<file path="config.mk">
export PLATFORM = sky130hd
export DESIGN_NAME = dma_irq_ctrl
export DESIGN_NICKNAME = d
export VERILOG_FILES = /design/src/rtl/dma_irq_pkg.sv /design/src/rtl/dma_irq_fields.sv /design/src/rtl/dma_irq_master_fsm.sv /design/src/rtl/dma_irq_ctrl.sv
export SDC_FILE = /design/constraint.sdc
export NUM_CORES = 1
export LEC_CHECK = 0
export BUFFER_PORTS_ARGS = -buffer_cell sky130_fd_sc_hd__buf_2
export CAP_MARGIN = 20
export CORE_MARGIN = 4
export CORE_UTILIZATION = 30
export DETAILED_ROUTE_END_ITERATION = 10
export GPL_ROUTABILITY_DRIVEN = 0
export GPL_TIMING_DRIVEN = 1
export PLACE_DENSITY = 0.7
export SYNTH_ARGS = -nofsm -noshare
export SYNTH_HDL_FRONTEND = slang
export SYNTH_HIERARCHICAL = 1
export SYNTH_SLANG_ARGS = --single-unit
</file>
<file path="constraint.sdc">
create_clock -name clk -period 1.7 [get_ports clk]
set_clock_uncertainty 0.15 [all_clocks]
set_input_delay 0.255 -clock clk [delete_from_list [all_inputs] [get_ports clk]]
set_output_delay 0.255 -clock clk [all_outputs]
set_load 0.05 [all_outputs]
</file>
<file path="src/rtl/dma_irq_pkg.sv">
package dma_irq_pkg;
    localparam int REG_W    = 32;
    localparam int LOW_W    = 6;
    localparam int BERR_BIT = 15;
    localparam int EN_LSB   = 16;
    localparam int GIE_BIT  = 23;
    localparam int FLG_LSB  = 24;
    localparam int MST_BIT  = 31;

    typedef enum logic [1:0] {
        MST_CLEAR = 2'd0,
        MST_FIRE  = 2'd1,
        MST_HELD  = 2'd2
    } mst_state_e;
endpackage

</file>
<file path="src/rtl/dma_irq_fields.sv">
module dma_irq_fields
    import dma_irq_pkg::*;
#(
    parameter int NCH = 7
) (
    input  logic             clk,
    input  logic             rst_n,
    input  logic             wr_en,
    input  logic [REG_W-1:0] wr_data,
    input  logic [NCH-1:0]   done,
    input  logic             bus_err_in,
    output logic [LOW_W-1:0] low_q,
    output logic             berr_q,
    output logic [NCH-1:0]   en_q,
    output logic             gie_q,
    output logic [NCH-1:0]   flags_q,
    output logic             cond_next
);
    logic [LOW_W-1:0] low_n;
    logic             berr_n;
    logic [NCH-1:0]   en_n;
    logic             gie_n;
    logic [NCH-1:0]   flags_n;
    logic             unused_wr_bits;

    assign unused_wr_bits = ^{wr_data[BERR_BIT-1:LOW_W], wr_data[MST_BIT]};

    always_comb begin
        low_n  = wr_en ? wr_data[LOW_W-1:0]      : low_q;
        en_n   = wr_en ? wr_data[EN_LSB +: NCH]  : en_q;
        gie_n  = wr_en ? wr_data[GIE_BIT]        : gie_q;
        berr_n = (wr_en ? wr_data[BERR_BIT] : berr_q) | bus_err_in;
    end

    // Per-channel flag: completion set has priority over a clearing write.
    for (genvar ch = 0; ch < NCH; ch++) begin : g_flag
        logic clr;
        logic set;
        assign clr = wr_en & wr_data[FLG_LSB + ch];
        assign set = done[ch] & en_q[ch];
        assign flags_n[ch] = set | (flags_q[ch] & ~clr);
    end

    assign cond_next = (gie_n & (|flags_n)) | berr_n;

    always_ff @(posedge clk) begin
        if (!rst_n) begin
            low_q   <= '0;
            berr_q  <= 1'b0;
            en_q    <= '0;
            gie_q   <= 1'b0;
            flags_q <= '0;
        end else begin
            low_q   <= low_n;
            berr_q  <= berr_n;
            en_q    <= en_n;
            gie_q   <= gie_n;
            flags_q <= flags_n;
        end
    end
endmodule

</file>
<file path="src/rtl/dma_irq_master_fsm.sv">
module dma_irq_master_fsm
    import dma_irq_pkg::*;
(
    input  logic clk,
    input  logic rst_n,
    input  logic cond_next,
    output logic master,
    output logic irq_pulse
);
    mst_state_e state_q;
    mst_state_e state_n;

    always_comb begin
        state_n = state_q;
        unique case (state_q)
            MST_CLEAR: state_n = cond_next ? MST_FIRE : MST_CLEAR;
            MST_FIRE:  state_n = cond_next ? MST_HELD : MST_CLEAR;
            MST_HELD:  state_n = cond_next ? MST_HELD : MST_CLEAR;
            default:   state_n = MST_CLEAR;
        endcase
    end

    always_ff @(posedge clk) begin
        if (!rst_n) state_q <= MST_CLEAR;
        else        state_q <= state_n;
    end

    always_comb begin
        master    = 1'b0;
        irq_pulse = 1'b0;
        unique case (state_q)
            MST_CLEAR: begin
                master    = 1'b0;
                irq_pulse = 1'b0;
            end
            MST_FIRE: begin
                master    = 1'b1;
                irq_pulse = 1'b1;
            end
            MST_HELD: begin
                master    = 1'b1;
                irq_pulse = 1'b0;
            end
            default: begin
                master    = 1'b0;
                irq_pulse = 1'b0;
            end
        endcase
    end
endmodule

</file>
<file path="src/rtl/dma_irq_ctrl.sv">
module dma_irq_ctrl
    import dma_irq_pkg::*;
#(
    parameter int NCH = 7
) (
    input  logic             clk,
    input  logic             rst_n,
    input  logic             wr_en,
    input  logic [31:0]      wr_data,
    input  logic [NCH-1:0]   done,
    input  logic             bus_err_in,
    output logic [31:0]      rd_data,
    output logic             irq_pulse
);
    localparam int FLG_MSB = FLG_LSB + NCH - 1;

    logic [LOW_W-1:0] low_q;
    logic             berr_q;
    logic [NCH-1:0]   en_q;
    logic             gie_q;
    logic [NCH-1:0]   flags_q;
    logic             cond_next;
    logic             master;

    initial begin
        if (FLG_MSB >= MST_BIT) $error("NCH too large for register layout");
    end

    dma_irq_fields #(.NCH(NCH)) u_fields (
        .clk        (clk),
        .rst_n      (rst_n),
        .wr_en      (wr_en),
        .wr_data    (wr_data),
        .done       (done),
        .bus_err_in (bus_err_in),
        .low_q      (low_q),
        .berr_q     (berr_q),
        .en_q       (en_q),
        .gie_q      (gie_q),
        .flags_q    (flags_q),
        .cond_next  (cond_next)
    );

    dma_irq_master_fsm u_fsm (
        .clk       (clk),
        .rst_n     (rst_n),
        .cond_next (cond_next),
        .master    (master),
        .irq_pulse (irq_pulse)
    );

    always_comb begin
        rd_data                   = '0;
        rd_data[LOW_W-1:0]        = low_q;
        rd_data[BERR_BIT]         = berr_q;
        rd_data[EN_LSB +: NCH]    = en_q;
        rd_data[GIE_BIT]          = gie_q;
        rd_data[FLG_LSB +: NCH]   = flags_q;
        rd_data[MST_BIT]          = master;
    end
endmodule

</file>
==> out/summary.txt, run 1 <==
Worst Path Required: 1290 ps
Min Clock Period, post-route: 1630 ps
#FFs+latches synth: 24
CP max FO: 3
Worst Hold Class: primary input to flop
Ys async rst share: 0%
P&R area growth vs syn: 28.5%
CTS Sinks: 24
Syn_area_per_cell: 10.4 um^2
Post-DR wirelength/cell: 11.7 um
Via/cell ratio: 4.23
Startpoint Class: flop
I/O Pins: 76
Vias in the first global route: 816
Cell Rows: 21
Cell Area, Placed: 0.00139 mm^2
WL met2: 1220 um
Routed vias: 884
RR Startpoint: u_fields/berr_q$_SDFF_PN0_
DRT Pass-1 Iters: 4
Post-Syn Area: 0.00111 mm^2
Worst r2r dst: u_fsm/state_q[0]$_SDFF_PN0_
R2R setup slack: 290 ps
Crit Path Class: flop to output port
Share of cells above drive strength 1: 43.6%
Max Root-Sink Buffers: 2
Final WL: 2450 um
Setup Fix Bufs, Post-CTS: 0
Hold Fails Final Rpt: 0
Final HPWL DP: 1930 um
Post-Syn Instances: 107
Peak VDD IR: 335 uV
Root Buffer: clkbuf_8
# hold bufs at CTS: 0
Die Wd: 68.9 um
TritonCTS clock tree: yes
Worst EP arrival: 1220 ps
CP endpoint kind: output port
Ys Warns: 6
DR iter-0 viols: 16
PortBufs: 56
Commonest cells after routing, fill and taps aside: buf_2, dfxtp_1, nor2b_1
Hold EP: u_fields/en_q[4]$_SDFFE_PN0P_
RSZ-0062 raised after global routing: false
Die H: 68.9 um
Power density over the cells: 932 mW/mm^2
R2r worst-path depth: 5
Util after Layout: 41.3%
First-pass GRT wire length: 3620 um
Number of max-cap violations: 0
Post-synth EDFFs: 0
Clock Latency Late Sink: 260 ps
Initial Util: 32.1%
Worst-path clk slew: 80 ps
Htree depth: 1
Fmax: 614 MHz
PnR Total Power: 0.00133 W
DRT antenna net count: 0
Final critical-path share of the clock period: 95.8%
Primary FF master, synth: dfxtp_1
Hold depth: 3
Total clock buffers created by CTS: 3
Fin. max-slew vios: 0
Post-cts resize count: 0
Leakage: 0.730 nW
Seq/Total Area, Yosys: 43.1%
Area of the die: 0.00475 mm^2
Status: finished clean
Post-synth cell types: 23
Total gr overflow: 0
Largest net degree at the start of global routing: 25
DRC: 0
Core ar.: 0.00347 mm^2
Worst hold path startpoint: wr_data[20]
Global-route usage over all layers: 10.2%
N_diodes: 0
Setup Viol. Count Final: 0
WL met3: 168 um
Antenna violations before repair: 0
# fillers: 376
Layout Nets: 211
Commonest non-fill, non-tap cell in the layout: buf_2
Design area: 0.00143 mm^2
Top layer in use: met4
DRT met1 WL: 1030 um
## synth_stat cells, types with 2 or more instances
| cell type | count | share of area [%] |
|---|---|---|
| ha_1 | 3 | 3.4 |
| a22oi_2 | 3 | 3.4 |
| nand4_1 | 2 | 1.1 |
| a22oi_1 | 4 | 2.7 |
| clkbuf_1 | 2 | 0.67 |
| mux2i_1 | 14 | 13 |
| nor2b_1 | 22 | 12 |
| inv_1 | 2 | 0.67 |
| dfxtp_1 | 24 | 43 |
| nand2_1 | 5 | 1.7 |
| nand2_2 | 2 | 1.1 |
| buf_4 | 13 | 8.8 |
## through the flow
| step | instances | setup WS [ps] | TNS [ps] | hold slack [ps] |
|---|---|---|---|---|
| final | 209 | 72.1 | 0 | 100 |
| after detailed placement | 206 | -14.5 | -14.5 | 358 |
| after CTS | 209 | 56.0 | 0 | 97.7 |
| after global routing | 209 | 3.58 | 0 | 95.2 |
| after floorplan | 115 | 262 | 0 | 233 |
| after global placement | 206 | -15.7 | -15.7 | 342 |
## worst max-delay path, stage by stage, from the launching register on
cell and delay [ps]:
dfxtp_1 370, inv_1 50, ha_1 280, buf_2 260
## how the worst max path moves through the flow
stage | start | endpoint | slack [ps] | cells after the start
finish | u_fsm/state_q[0]$_SDFF_PN0_ | rd_data[31] | 70 | 3
global route | u_fsm/state_q[0]$_SDFF_PN0_ | rd_data[31] | 4 | 3
CTS | u_fsm/state_q[0]$_SDFF_PN0_ | rd_data[31] | 60 | 3
detailed placement | wr_en | u_fsm/state_q[0]$_SDFF_PN0_ | -10 | 7
global placement | wr_en | u_fsm/state_q[0]$_SDFF_PN0_ | -20 | 6
floorplan | u_fields/en_q[6]$_SDFFE_PN0P_ | u_fsm/state_q[0]$_SDFF_PN0_ | 260 | 4
## report_power, final
part	internal [W]	switching, W	total (W)
Sequential	0.000598	0.0000222	0.000620
Combinational	0.000116	0.000266	0.000382
Clock	0.000158	0.000173	0.000331
Total	0.000872	0.000462	0.00133
## metal layers
layer  vias up  GRT usage (%)
li1        450              -
met1       401           11.9
met2        31           18.3
met3         2           1.78
met4         0           4.38
met5         -              0
## layout make-up
class                           instances  area [um^2]  area share, %
Timing Repair Buffer                   62          325           22.7
Tap cell                               46         57.6           4.02
Sequential cell                        24          480           33.6
Clock buffer                            3         41.3           2.88
Multi-Input combinational cell         72          519           36.3
Inverter                                2         7.51          0.524
## registers in the layout (all words and copies together), names as in the netlist
| name | count |
|---|---|
| u_fields/en_q | 7 |
| u_fields/low_q | 6 |
| u_fields/flags_q | 7 |
| u_fields/berr_q | 1 |
| u_fields/gie_q | 1 |
| u_fsm/state_q | 2 |
## cells by family after synthesis
kind of cell | count (synthesis) | share of synthesized area (%)
compound gates | 10 | 8.43
fa+ha+maj | 3 | 3.37
buf+inv | 19 | 12.9
flops | 24 | 43.1
mux | 14 | 12.6
other cells | 1 | 0.337
simple gates | 36 | 19.2
(Power assumes the default switching activity.)
==> run 2: changes to the inputs <==
CORE_UTILIZATION = 40   (was 30)
PLACE_DENSITY = 0.87   (was 0.7)
==> run 2 against run 1 <==
Net effect: utilization grew 13 points; sequential power is essentially flat; flip-flop and latch count is the same; global-route usage grew 4.5 points; critical endpoint unchanged; largest cell class unchanged; largest power group unchanged; highest routed layer unchanged.
==> out/summary.txt, run 2 (same netlist as run 1, synthesis figures left out) <==
First-pass GRT wire length: 4020 um (+11%)
DR iter-0 viols: 12 (-4)
Core ar.: 0.00257 mm^2 (-26%)
R2R setup slack: 240 ps (-50 ps)
Area taken by multi-input logic gates: 519 um^2 (unchanged)
Commonest cells after routing, fill and taps aside: buf_2, dfxtp_1, nor2b_1
# hold bufs at CTS: 0 (unchanged)
Total clock buffers created by CTS: 3 (unchanged)
# fillers: 237 (-37%)
Vias in the first global route: 951 (+17%)
Hold Fails Final Rpt: 0 (unchanged)
Global-route usage over all layers: 14.7% (+4.5 points)
Max Root-Sink Buffers: 2 (unchanged)
Global route hottest layer: met2
Setup TNS: 0 ps (unchanged)
Crit Path Class: flop to output port
Top Registers: u_fields/en_q x7, u_fields/flags_q x7, u_fields/low_q x6
P&R area growth vs syn: 24.7%
M1 GR Usage: 15.6% (+3.7 points)
Die H: 60.8 um (-12%)
Initial Util: 43.4% (+11 points)
FF/Latch Area: 482 um^2 (+0.26%)
Area of the die: 0.00369 mm^2 (-22%)
Fmax: 620 MHz (+0.92%)
Final critical-path share of the clock period: 94.9% (-0.87 points)
Layout Nets: 210 (-0.47%)
Power density over the cells: 901 mW/mm^2 (-3.3%)
Total gr overflow: 0 (unchanged)
I/O Pins: 76 (unchanged)
Routed vias: 903 (+2.1%)
Cell Rows: 18 (-14%)
CP endpoint kind: output port
Peak VDD IR: 806 uV (+140%)
N_diodes: 0 (unchanged)
DRT Pass-1 Iters: 4 (unchanged)
Worst Path Required: 1290 ps (about the same)
Die Wd: 60.8 um (-12%)
Setup Viol. Count Final: 0 (unchanged)
Met3 Use GR: 6.17% (+4.4 points)
Share of cells above drive strength 1: 43.8% (+0.27 points)
Final WL: 2570 um (+4.9%)
Startpoint Class: flop
Pre-CTS WS: 0.797 ps (+15.3 ps)
Clock Latency Late Sink: 300 ps (+40 ps)
TritonCTS clock tree: yes
M2 GR Usage: 26.7% (+8.4 points)
Worst EP arrival: 1210 ps (about the same)
Worst-path clk slew: 120 ps (+40 ps)
DRC: 0 (unchanged)
Final HPWL DP: 2070 um (+7.4%)
Antenna violations before repair: 0 (unchanged)
Number of max-cap violations: 0 (unchanged)
CTS Sinks: 24 (unchanged)
Htree depth: 1 (unchanged)
Status: finished clean
Commonest non-fill, non-tap cell in the layout: buf_2
PortBufs: 56 (unchanged)
DRT antenna net count: 0 (unchanged)
Leakage: 0.719 nW (-1.5%)
CP max FO: 3 (unchanged)
Worst setup margin: 86.9 ps (+14.9 ps)
RSZ-0062 raised after global routing: false
Post-DR wirelength/cell: 13.4 um (+14%)
Root Buffer: clkbuf_4
Via/cell ratio: 4.70 (+11%)
Worst Hold Class: primary input to flop
Fin. max-slew vios: 0 (unchanged)
Largest net degree at the start of global routing: 25 (unchanged)
Min Clock Period, post-route: 1610 ps (-14.9 ps)
run 2: changes by cell type in the layout (fill, tap and decap cells not counted), sizes merged:
cell and change:
buf -1
run 2: worst max-delay path, cell delays in order (launching register included):
cell     delay [ps]
dfxtp_2         370
inv_1            50
ha_1            300
buf_4           200
run 2: cell type report:
type	instances	area share (%)
Timing Repair Buffer	61	23.1
Multi-Input combinational cell	72	37.4
Inverter	2	0.541
Clock buffer	3	1.62
Tap cell	30	2.70
Sequential cell	24	34.7
run 2: per-layer routing:
layer	vias up	routed length, um
met5	-	0
met4	0	55
met3	6	296
met2	51	1270
met1	397	943
li1	449	-
run 2: where the power goes:
group / switching [W] / internal [W]
combinational: 0.000271 / 0.000122
sequential: 0.0000228 / 0.000599
clock: 0.000153 / 0.0000826
run 2: final timing paths:
kind | depth (start not counted) | start | to
hold / removal | 3 | wr_data[1] | u_fields/low_q[1]$_SDFFE_PN0P_
setup reg to reg | 5 | u_fields/berr_q$_SDFF_PN0_ | u_fsm/state_q[0]$_SDFF_PN0_
hold reg to reg | 2 | u_fields/low_q[5]$_SDFFE_PN0P_ | u_fields/low_q[5]$_SDFFE_PN0P_
setup / recovery | 3 | u_fsm/state_q[0]$_SDFF_PN0_ | rd_data[31]
run 2: repair_timing:
action                                  4_1_cts  5_1_grt
setup buffers                                 0        1
gates resized for setup                       1        1
endpoints found under the setup margin        1        1
run 2: metrics by stage:
stage / cell area, um^2 / power [W] / instances / hold slack [ps] / utilization [%]
final: 1390 / 0.00125 / 192 / 53.9 / 54.1
after global routing: 1390 / 0.00132 / 192 / 50.1 / 54.1
after CTS: 1380 / 0.00126 / 191 / 42.9 / 53.8
after detailed placement: 1360 / 0.00102 / 188 / 363 / 52.8
after global placement: 1360 / 0.00100 / 188 / 342 / 52.8
after floorplan: 1140 / 0.000951 / 115 / 233 / -
